**src/rtl/hbpwm_pkg.sv**
```systemverilog
package hbpwm_pkg;
    typedef enum logic [2:0] {
        ST_OFF   = 3'd0,
        ST_LEG_A = 3'd1,
        ST_GAP_B = 3'd2,
        ST_LEG_B = 3'd3,
        ST_GAP_A = 3'd4
    } leg_state_e;

    localparam logic [1:0] SEL_DUTY   = 2'd0;
    localparam logic [1:0] SEL_STROBE = 2'd1;
    localparam logic [1:0] SEL_RELOAD = 2'd2;
    localparam logic [1:0] SEL_DEAD   = 2'd3;
endpackage

```
**src/rtl/hbpwm_regs.sv**
```systemverilog
module hbpwm_regs
    import hbpwm_pkg::*;
#(
    parameter int CW = 12,
    parameter int DW = 5
) (
    input  logic          clk,
    input  logic          rst_n,
    input  logic          cfg_we,
    input  logic [1:0]    cfg_sel,
    input  logic [CW-1:0] cfg_wdata,
    input  logic          cap_fire,
    input  logic [CW-1:0] cap_value,
    input  logic          attr_we,
    input  logic          attr_din,
    output logic [CW-1:0] duty_q,
    output logic [CW-1:0] strb_q,
    output logic [CW-1:0] per_q,
    output logic [DW-1:0] dead_q,
    output logic          attr_q
);
    always_ff @(posedge clk or negedge rst_n) begin
        if (!rst_n) begin
            duty_q <= '1;
            strb_q <= '1;
            per_q  <= '1;
            dead_q <= '1;
            attr_q <= 1'b0;
        end else begin
            if (cfg_we) begin
                unique case (cfg_sel)
                    SEL_DUTY:   duty_q <= cfg_wdata;
                    SEL_STROBE: strb_q <= cfg_wdata;
                    SEL_RELOAD: per_q  <= cfg_wdata;
                    SEL_DEAD:   dead_q <= cfg_wdata[DW-1:0];
                endcase
            end
            // a capture event has priority over a software reload write
            if (cap_fire) per_q <= cap_value;
            if (attr_we)  attr_q <= attr_din;
        end
    end
endmodule

```
**src/rtl/hbpwm_counter.sv**
```systemverilog
module hbpwm_counter #(
    parameter int CW = 12
) (
    input  logic          clk,
    input  logic          rst_n,
    input  logic          run_en,
    input  logic          capture_mode,
    input  logic          capture_fall,
    input  logic          cap_in,
    input  logic          pend_clr,
    input  logic [CW-1:0] per_q,
    input  logic [CW-1:0] strb_q,
    input  logic          attr_q,
    output logic [CW-1:0] cnt_q,
    output logic          pend_q,
    output logic          strobe_q,
    output logic          cap_fire,
    output logic          attr_act
);
    localparam logic [CW-1:0] CNT_MAX = '1;

    logic [CW-1:0] limit;
    logic          wrap;
    logic          cap_d;

    assign limit    = capture_mode ? CNT_MAX : per_q;
    assign wrap     = run_en && ((cnt_q == limit) || (cnt_q == CNT_MAX));
    assign cap_fire = run_en && capture_mode &&
                      (capture_fall ? (cap_d && !cap_in) : (!cap_d && cap_in));

    always_ff @(posedge clk or negedge rst_n) begin
        if (!rst_n) begin
            cnt_q    <= '0;
            pend_q   <= 1'b0;
            strobe_q <= 1'b0;
            cap_d    <= 1'b0;
            attr_act <= 1'b0;
        end else begin
            cap_d    <= cap_in;
            strobe_q <= run_en && !capture_mode && (cnt_q == strb_q);
            if (!run_en)   cnt_q <= '0;
            else if (wrap) cnt_q <= '0;
            else           cnt_q <= cnt_q + 1'b1;
            if (wrap)          pend_q <= 1'b1;
            else if (pend_clr) pend_q <= 1'b0;
            if (!run_en || wrap) attr_act <= attr_q;
        end
    end
endmodule

```
**src/rtl/hbpwm_deadband.sv**
```systemverilog
module hbpwm_deadband
    import hbpwm_pkg::*;
#(
    parameter int DW = 5
) (
    input  logic          clk,
    input  logic          rst_n,
    input  logic          active,
    input  logic          want_a,
    input  logic          shutdown,
    input  logic [DW-1:0] dead,
    output logic          hs_a,
    output logic          hs_b
);
    leg_state_e    st_q, st_d;
    logic [DW-1:0] gap_q, gap_d;
    logic          no_gap;
    logic [DW-1:0] gap_load;

    assign no_gap   = (dead == '0);
    assign gap_load = dead - 1'b1;

    always_comb begin
        st_d  = st_q;
        gap_d = gap_q;
        if (!active) begin
            st_d = ST_OFF;
        end else begin
            unique case (st_q)
                ST_OFF: begin
                    if (want_a) st_d = no_gap ? ST_LEG_A : ST_GAP_A;
                    else        st_d = no_gap ? ST_LEG_B : ST_GAP_B;
                    gap_d = gap_load;
                end
                ST_LEG_A: if (!want_a) begin
                    st_d  = no_gap ? ST_LEG_B : ST_GAP_B;
                    gap_d = gap_load;
                end
                ST_LEG_B: if (want_a) begin
                    st_d  = no_gap ? ST_LEG_A : ST_GAP_A;
                    gap_d = gap_load;
                end
                ST_GAP_B: begin
                    if (want_a)           st_d = ST_LEG_A;
                    else if (gap_q == '0) st_d = ST_LEG_B;
                    else                  gap_d = gap_q - 1'b1;
                end
                ST_GAP_A: begin
                    if (!want_a)          st_d = ST_LEG_B;
                    else if (gap_q == '0) st_d = ST_LEG_A;
                    else                  gap_d = gap_q - 1'b1;
                end
                default: st_d = ST_OFF;
            endcase
        end
    end

    always_ff @(posedge clk or negedge rst_n) begin
        if (!rst_n) begin
            st_q  <= ST_OFF;
            gap_q <= '0;
        end else begin
            st_q  <= st_d;
            gap_q <= gap_d;
        end
    end

    always_comb begin
        hs_a = (st_q == ST_LEG_A) && !shutdown;
        hs_b = (st_q == ST_LEG_B) && !shutdown;
    end
endmodule

```
**src/rtl/halfbridge_pwm.sv**
```systemverilog
module halfbridge_pwm #(
    parameter int CW = 12,
    parameter int DW = 5
) (
    input  logic          clk,
    input  logic          rst_n,
    input  logic          cfg_we,
    input  logic [1:0]    cfg_sel,
    input  logic [CW-1:0] cfg_wdata,
    input  logic          attr_we,
    input  logic          attr_din,
    input  logic          run_en,
    input  logic          capture_mode,
    input  logic          capture_fall,
    input  logic          pend_clr,
    input  logic          shutdown,
    input  logic          cap_in,
    output logic          hs_a,
    output logic          hs_b,
    output logic          adc_strobe,
    output logic          pend,
    output logic [CW-1:0] count_o,
    output logic [CW-1:0] reload_o,
    output logic          attr_rd
);
    logic [CW-1:0] duty_q, strb_q, per_q;
    logic [DW-1:0] dead_q;
    logic          attr_q, attr_act, cap_fire, want_a, active;

    hbpwm_regs #(.CW(CW), .DW(DW)) u_regs (
        .clk(clk), .rst_n(rst_n), .cfg_we(cfg_we), .cfg_sel(cfg_sel),
        .cfg_wdata(cfg_wdata), .cap_fire(cap_fire), .cap_value(count_o),
        .attr_we(attr_we), .attr_din(attr_din), .duty_q(duty_q),
        .strb_q(strb_q), .per_q(per_q), .dead_q(dead_q), .attr_q(attr_q)
    );

    hbpwm_counter #(.CW(CW)) u_cnt (
        .clk(clk), .rst_n(rst_n), .run_en(run_en),
        .capture_mode(capture_mode), .capture_fall(capture_fall),
        .cap_in(cap_in), .pend_clr(pend_clr), .per_q(per_q),
        .strb_q(strb_q), .attr_q(attr_q), .cnt_q(count_o), .pend_q(pend),
        .strobe_q(adc_strobe), .cap_fire(cap_fire), .attr_act(attr_act)
    );

    assign want_a = (count_o < duty_q) ^ attr_act;
    assign active = run_en && !capture_mode && !shutdown;

    hbpwm_deadband #(.DW(DW)) u_db (
        .clk(clk), .rst_n(rst_n), .active(active), .want_a(want_a),
        .shutdown(shutdown), .dead(dead_q), .hs_a(hs_a), .hs_b(hs_b)
    );

    assign reload_o = per_q;
    assign attr_rd  = attr_q;
endmodule

```
**config.mk**
```make
export PLATFORM = sky130hd
export DESIGN_NAME = halfbridge_pwm
export DESIGN_NICKNAME = d
export VERILOG_FILES = /design/src/rtl/hbpwm_pkg.sv /design/src/rtl/hbpwm_regs.sv /design/src/rtl/hbpwm_counter.sv /design/src/rtl/hbpwm_deadband.sv /design/src/rtl/halfbridge_pwm.sv
export SDC_FILE = /design/constraint.sdc
export NUM_CORES = 1
export LEC_CHECK = 0
export ABC_AREA = 1
export BUFFER_PORTS_ARGS = -buffer_cell sky130_fd_sc_hd__buf_2
export CORE_MARGIN = 2
export CORE_UTILIZATION = 50
export CTS_CLUSTER_DIAMETER = 40
export CTS_CLUSTER_SIZE = 30
export DETAILED_ROUTE_END_ITERATION = 6
export PLACE_DENSITY = 0.71
export SLEW_MARGIN = 20
export SYNTH_ARGS = -nofsm -noshare
export SYNTH_HDL_FRONTEND = slang
export SYNTH_SLANG_ARGS = --single-unit
```
**constraint.sdc**
```tcl
create_clock -name clk -period 3.9 [get_ports clk]
set_clock_uncertainty 0.2 [all_clocks]
set_input_delay 0.39 -clock clk [delete_from_list [all_inputs] [get_ports clk]]
set_output_delay 0.39 -clock clk [all_outputs]
set_load 0.005 [all_outputs]
```
==> key figures, run 1 <==
Outcome
  – Run status: finished clean

Setup path
  – Crit path DAT: 2.54 ns
  – Critical path type: flop to flop
  – Reg2reg end: u_db.gap_q[4]
  – Top cell by count, worst path: nand2_1
  – R2R cell count: 13
  – Req. time, crit path: 3.94 ns
  – CP max FO: 7
  – R2R Setup Slk: 1.40 ns
  – Crit end category: flop
  – Critical Path Slowest Stage Cell: dfrtp_1
  – Worst-path cell chain: ha_1 > nand2_1 > inv_1 > nand2_1 > nand2_1 > a21oi_1 > nand3_1 > nand2_2 > nand2_1 > nand2_2 > nand2_2 > nand2_1 > nand2_1
  – RR Startpoint: u_cnt.cnt_q[11]
  – Startpoint Class: flop
  – Largest stage delay on the critical path: around 0.5 ns

Floorplan
  – Initial Util: between 50 and 60%
  – Die width: roughly 91 um
  – Num ports: 54
  – Die Y: between 90 and 100 um
  – Placement row count: 31
  – CORE AREA: 0.00729 mm2
  – Area of the die: slightly above 0.008 mm2

Layout
  – Synthesis-to-finish area growth: 15.3%
  – Fin util: 59.7%
  – Layout Nets: 557
  – Number of fill cells in the layout: 690
  – Fraction of layout cells with a size suffix above 1: 26.0%
  – Ant diodes: 0
  – Register area: around 0.0017 mm2
  – Multi-input logic area: roughly 0.0018 mm2

Drt
  – Final wirelength: 9.35 mm
  – DRT iter0 DRCs: ~210
  – Post-DR vias/cell: 5.28
  – Routed via count: around 3.3k
  – DR pass1 iterations: 5
  – DR WL/cell: around 15 um
  – DRC viols: 0
  – Post-route ant nets: 0

Logic synthesis
  – Synth cell count leaders: nand2_1, inv_1, nand3_1
  – Register area share after synthesis: between 40 and 50%
  – Area contributors post-synth: dfstp_2, dfrtp_1, nand2_1
  – Synthesis Warnings: 0
  – Synth cell types: 36
  – Synth Register Bits: 66
  – Synthesized netlist cell count: between 400 and 500
  – Post-Syn Area per Cell: just over 8 um2
  – EDFF count, synth: 0
  – Top-area cell type share of the netlist area: about 29%
  – Ys flop type: dfstp_2
  – Area leader, netlist: dfstp_2
  – Post-synth design cell area: 0.00378 mm2
  – Most numerous cell in the Yosys netlist: nand2_1
  – Syn Nets: 499
  – Ys async rst share: 100%

GRT
  – Largest net degree at the start of global routing: 50
  – First-pass GRT wire length: between 15 and 20 mm
  – Grt total ovfl: 0
  – Gr usage total: approximately a quarter
  – Antenna violations before repair: 0
  – Vias in the first global route: between 3k and 4k

CTS
  – # resized after CTS: 0
  – H-Tree Depth: 3
  – Sinks on Clock Net: 66
  – Worst-path clk slew: roughly 0.07 ns
  – Post-CTS Setup Bufs: 0
  – Root buf cell: clkbuf_8
  – Clk Latency, worst-skew pair: about 0.35 ns
  – Cts hold-fix bufs: 1
  – CTS tree: done
  – CTS max path bufs: 2
  – TritonCTS Buffers: 9

Power and ir drop
  – VDD IR max: about 0.00025 V
  – Clk pwr share: 32.1%
  – Switching power: approximately 560 uW
  – Internal: around 1300 uW
  – Switching share of power: 29.8%
  – Leak: roughly 0.0021 uW
  – Sequential share of power: approximately half
  – Comb power frac: 19.4%
  – PwrDens: approximately 430 mW/mm2

Place
  – Detailed-placement wirelength estimate: 7.05 mm
  – Final RePlAce weighted congestion: roughly 0.87
  – Pre-CTS WS: around 1.4 ns
  – Port Buffer Count: 53

Hold path
  – Hold path cells: 2
  – Worst Hold Path EP: u_cnt.pend_q
  – Hold WC Path Type: input port to flop
  – Hold Startpoint: pend_clr

Run
  – Number of max-cap violations: 0

Timing
  – Max-slew violations: 0
  – Final hold slack: ~0.033 ns
  – Minimum clock period: about 2.5 ns
  – Slew at the pin closest to its max-slew limit: between 0.7 and 0.8 ns
  – Slew HR: 49.6%
  – Highest clock rate: 0.401 GHz
  – Period utilization: 64.0%
  – Final setup fails: 0
  – Fin. Hold Viols: 0
  – Setup TNS Final: 0 ns
  – Final worst setup slack: between 1 and 1.5 ns
  – RSZ-0062 raised after global routing: no
-- registers in the layout (all words and copies together), names as in the netlist, 3 cells and up --
name / cells
u_cnt.cnt_q: 12
u_db.gap_q: 5
u_db.st_q: 3
u_regs.dead_q: 5
u_regs.duty_q: 12
u_regs.per_q: 12
u_regs.strb_q: 12
-- area by class of cell --
| cell class | count | share of cell area (%) |
|---|---|---|
| inverters | 67 | 5.77 |
| multi-input cells | 317 | 40.4 |
| clock inverters | 2 | 0.804 |
| repair buffers | 58 | 7.12 |
| well taps | 99 | 2.84 |
| clock buffers | 14 | 3.96 |
| flip-flops and latches | 66 | 39.1 |
-- metal layers --
metal  vias up  global-route usage [%]  part of all wire (%)
li1       1625                       -                     -
met1      1542                    34.6                    48
met2       109                    36.6                    44
met3        13                    4.92                   6.3
met4         0                    8.59                   1.5
met5         -                       0                     0
-- power groups by stage --
stage | clock network, uW | registers, uW | logic (uW)
2_1_floorplan | 0 | 898 | 254
3_3_place_gp | 0 | 922 | 350
3_5_place_dp | 0 | 924 | 364
4_1_cts | 616 | 914 | 367
5_1_grt | 657 | 928 | 423
6_report | 607 | 916 | 366
-- how the worst max path moves through the flow --
stage / slack (ns) / end / cells past startpoint / start
floorplan: 1.78 / u_db.gap_q[4] / 14 / u_regs.duty_q[11]
global placement: 1.55 / u_db.gap_q[3] / 13 / u_cnt.cnt_q[11]
detailed placement: 1.44 / u_db.gap_q[4] / 13 / u_cnt.cnt_q[11]
CTS: 1.43 / u_db.gap_q[0] / 13 / u_cnt.cnt_q[11]
global route: 1.17 / u_db.gap_q[2] / 13 / u_cnt.cnt_q[11]
finish: 1.40 / u_db.gap_q[4] / 13 / u_cnt.cnt_q[11]
-- cell usage in the layout (no fill, tap or decap), types with 13 or more instances in the layout --
cell / count
nor2_1: 27
ha_1: 13
nand3_1: 48
inv_1: 66
nand2_1: 93
dfrtp_1: 25
dfstp_2: 41
o21ai_0: 41
buf_2: 52
xor2_1: 19
-- logic make-up (layout without fill, tap and decap cells) --
family                     Yosys count  in the layout  share of synthesized area (%)
xor gates and xnor gates            23             23                           5.33
adders and majority gates           13             13                           4.31
and+or+nand+nor                    206            206                           25.3
DFF                                 66             66                           45.1
AOI/OAI and AO/OA                   74             74                           11.3
buffers and inverters               78            141                           8.35
muxes                                1              1                          0.298
-- worst max-delay path: cells and delay by family, from the launching register on --
family | cells | cell delay, ns
buffers and inverters | 1 | 0.04
AO/OA/AOI/OAI | 1 | 0.29
flip-flops | 1 | 0.50
adder cells (fa/ha/maj) | 1 | 0.36
AND/OR/NAND/NOR | 10 | 1.00
-- stage by stage --
stage,std cells,power [uW],area [um2]
2_1_floorplan,461,1150,3780
3_3_place_gp,605,1270,4130
3_5_place_dp,605,1290,4130
4_1_cts,622,1900,4340
5_1_grt,623,2010,4360
6_report,623,1890,4360
Note: power is estimated with default switching activity, not from simulation.
==> run 2: changes to the inputs <==
PLACE_DENSITY = 0.74   (was 0.71)
clock period = 2.2 ns   (was 3.9 ns; I/O delays follow)
==> run 2 against run 1 <==
  * The run now ends with setup timing left
  * First-iteration DRC count rose by 9.3%
  * Wire length rose by 10%
  * Setup slack worse by 1.4 ns
  * Global-route usage is 0.60 points higher
  * Final area is 9.7% higher
  * Critical path type unchanged
  * Critical endpoint unchanged
==> key figures, run 2 (synthesis results as in run 1) <==
Outcome
  – Run status: complete, but fails checks
  – Failing checks: setup timing

Place
  – Detailed-placement wirelength estimate: 7.00 mm (-0.65%)
  – Port Buffer Count: 53 (unchanged)
  – Final RePlAce weighted congestion: 0.874 (+0.17%)

Setup path
  – CP max FO: 6 (-1)
  – Critical path type: flop to flop
  – CP startpoint: u_regs.duty_q[11]
  – Crit end category: flop
  – RR Startpoint: u_regs.duty_q[11]
  – CP Capture Point: u_db.gap_q[4]
  – Crit path DAT: 2.28 ns (-0.26 ns)
  – Reg2reg end: u_db.gap_q[4]
  – Req. time, crit path: 2.24 ns (-1.70 ns)
  – Startpoint Class: flop
  – R2R Setup Slk: -0.04 ns (-1.44 ns)
  – R2R cell count: 13 (unchanged)

Floorplan
  – Num ports: 54 (unchanged)
  – Placement row count: 31 (unchanged)
  – CORE AREA: 0.00729 mm2 (unchanged)
  – Die width: 90.9 um (unchanged)
  – Initial Util: 51.8% (unchanged)
  – Die Y: 90.9 um (unchanged)
  – Area of the die: 0.00827 mm2 (unchanged)

CTS
  – CTS tree: done
  – Clk Latency, worst-skew pair: 0.35 ns (about the same)
  – CTS max path bufs: 2 (unchanged)
  – Sinks on Clock Net: 66 (unchanged)
  – Worst-path clk slew: 0.08 ns (about the same)
  – H-Tree Depth: 3 (unchanged)
  – Post-CTS Setup Bufs: 0 (unchanged)
  – Root buf cell: clkbuf_8
  – TritonCTS Buffers: 9 (unchanged)

Layout
  – Ant diodes: 0 (unchanged)
  – Commonest non-fill, non-tap cells in the layout: nand2_1, inv_1, buf_2
  – Number of fill cells in the layout: 613 (-11%)
  – Fraction of layout cells with a size suffix above 1: 32.3% (+6.4 points)
  – Layout Nets: 590 (+5.9%)
  – Commonest non-fill, non-tap cell in the layout: nand2_1
  – Synthesis-to-finish area growth: 26.5%

Drt
  – Post-route ant nets: 0 (unchanged)
  – Final wirelength: 10.3 mm (+10%)
  – DR pass1 iterations: 7 (+2)
  – Post-DR vias/cell: 5.47 (+3.6%)
  – DRC viols: 0 (unchanged)
  – DR WL/cell: 15.7 um (+4.7%)
  – DRT iter0 DRCs: 234 (+9.3%)
  – Routed via count: 3588 (+9.1%)

Timing
  – Max-slew violations: 0 (unchanged)
  – Period utilization: 102% (+38 points)
  – RSZ-0062 raised after global routing: yes
  – Slew HR: 55.1% (+5.5 points)
  – Slew at the pin closest to its max-slew limit: 0.672 ns (-0.0822 ns)
  – Final worst setup slack: -0.0396 ns (-1.44 ns)
  – Fin. Hold Viols: 0 (unchanged)
  – Highest clock rate: 0.447 GHz (+11%)
  – Final setup fails: 5 (+5)
  – Setup TNS Final: -0.134 ns (-0.134 ns)
  – Minimum clock period: 2.24 ns (-0.256 ns)

GRT
  – Gr usage total: 24.8% (+0.60 points)
  – Grt total ovfl: 0 (unchanged)
  – Vias in the first global route: 3355 (+5.7%)
  – Antenna violations before repair: 0 (unchanged)
  – First-pass GRT wire length: 16.2 mm (+4.2%)
  – Largest net degree at the start of global routing: 67 (+34%)

Hold path
  – Hold WC Path Type: input port to flop

Power and ir drop
  – VDD IR max: 0.000322 V (+31%)
  – Power Total: 3270 uW (+73%)
  – Leak: 0.00228 uW (+7.9%)
  – PwrDens: 684 mW/mm2 (+58%)

Run
  – Number of max-cap violations: 0 (unchanged)
-- run 2: changes by cell type in the layout (fill, tap and decap cells not counted), moves of 3 or more --
| cell | previous run | this run |
|---|---|---|
| dlygate4sd3_1 | 2 | 18 |
| buf_4 | 4 | 17 |
| nand2_1 | 93 | 81 |
| ha_1 | 13 | 7 |
| ha_4 | 0 | 6 |
| inv_1 | 66 | 60 |
| inv_2 | 0 | 6 |
| nand2_2 | 6 | 12 |
| nand2_4 | 0 | 6 |
| clkbuf_8 | 12 | 9 |
-- run 2: final cells by class --
class	instances	area (um2)	area share (%)
flip-flops and latches	66	1700	35.6
well taps	99	124	2.59
multi-input cells	318	1940	40.6
repair buffers	90	604	12.6
inverters	67	251	5.26
clock buffers	13	139	2.91
clock inverters	3	17.5	0.366
-- run 2: how the worst min path moves through the flow --
stage / cells after the start / end / slack (ns) / start
2_1_floorplan: 0 / u_cnt.attr_act / -0.28 / rst_n
3_3_place_gp: 2 / u_cnt.cnt_q[9] / 0.06 / rst_n
3_5_place_dp: 2 / u_cnt.cnt_q[7] / 0.07 / rst_n
4_1_cts: 4 / u_db.st_q[2] / 0.02 / shutdown
5_1_grt: 4 / u_db.st_q[1] / 0.05 / shutdown
6_report: 4 / u_db.st_q[2] / 0.03 / shutdown
-- run 2: routing by layer --
layer  vias up  track usage, %  routed length [um]
met4         0            8.08                 240
li1       1696               -                   -
met2       165            37.0                4600
met3        28            6.09                 800
met5         -               0                   0
met1      1699            35.5                4670
-- run 2: stage by stage --
| step | hold WS [ns] | setup slack [ns] | cell area (um2) | cells | utilization, % |
|---|---|---|---|---|---|
| after floorplan | -0.276 | 0.0803 | 3780 | 461 | - |
| after global placement | 0.0628 | -0.0611 | 4260 | 621 | 58.4 |
| after detailed placement | 0.0710 | -0.143 | 4260 | 621 | 58.4 |
| after CTS | 0.0180 | -0.0502 | 4680 | 655 | 64.2 |
| after global routing | 0.0513 | -0.156 | 4780 | 656 | 65.5 |
| final | 0.0252 | -0.0396 | 4780 | 656 | 65.5 |
-- run 2: worst max-delay path, stage by stage, from the launching register on --
cell	delay [ns]
dfstp_2	0.53
inv_1	0.06
ha_4	0.23
a21oi_1	0.15
nand2_1	0.10
a21oi_2	0.13
buf_6	0.14
nand2_4	0.06
nand2_4	0.07
nand3b_1	0.13
nand2_4	0.13
nand2_4	0.08
nand2_1	0.07
nand2_1	0.05
-- run 2: what timing repair did --
action / CTS / global route
cloned: 0 / 1
gates resized for setup: 19 / 20
hold buffers: 18 / 0
pin swaps: 7 / 16
hold endpoints to repair: 106 / 0
endpoints found under the setup margin: 8 / 9
-- run 2: where the power goes --
part	total (uW)	leakage [uW]	switching, uW	internal [uW]
combinational	776	0.00144	447	328
clock	877	0.0000774	470	407
sequential	1620	0.000761	143	1470
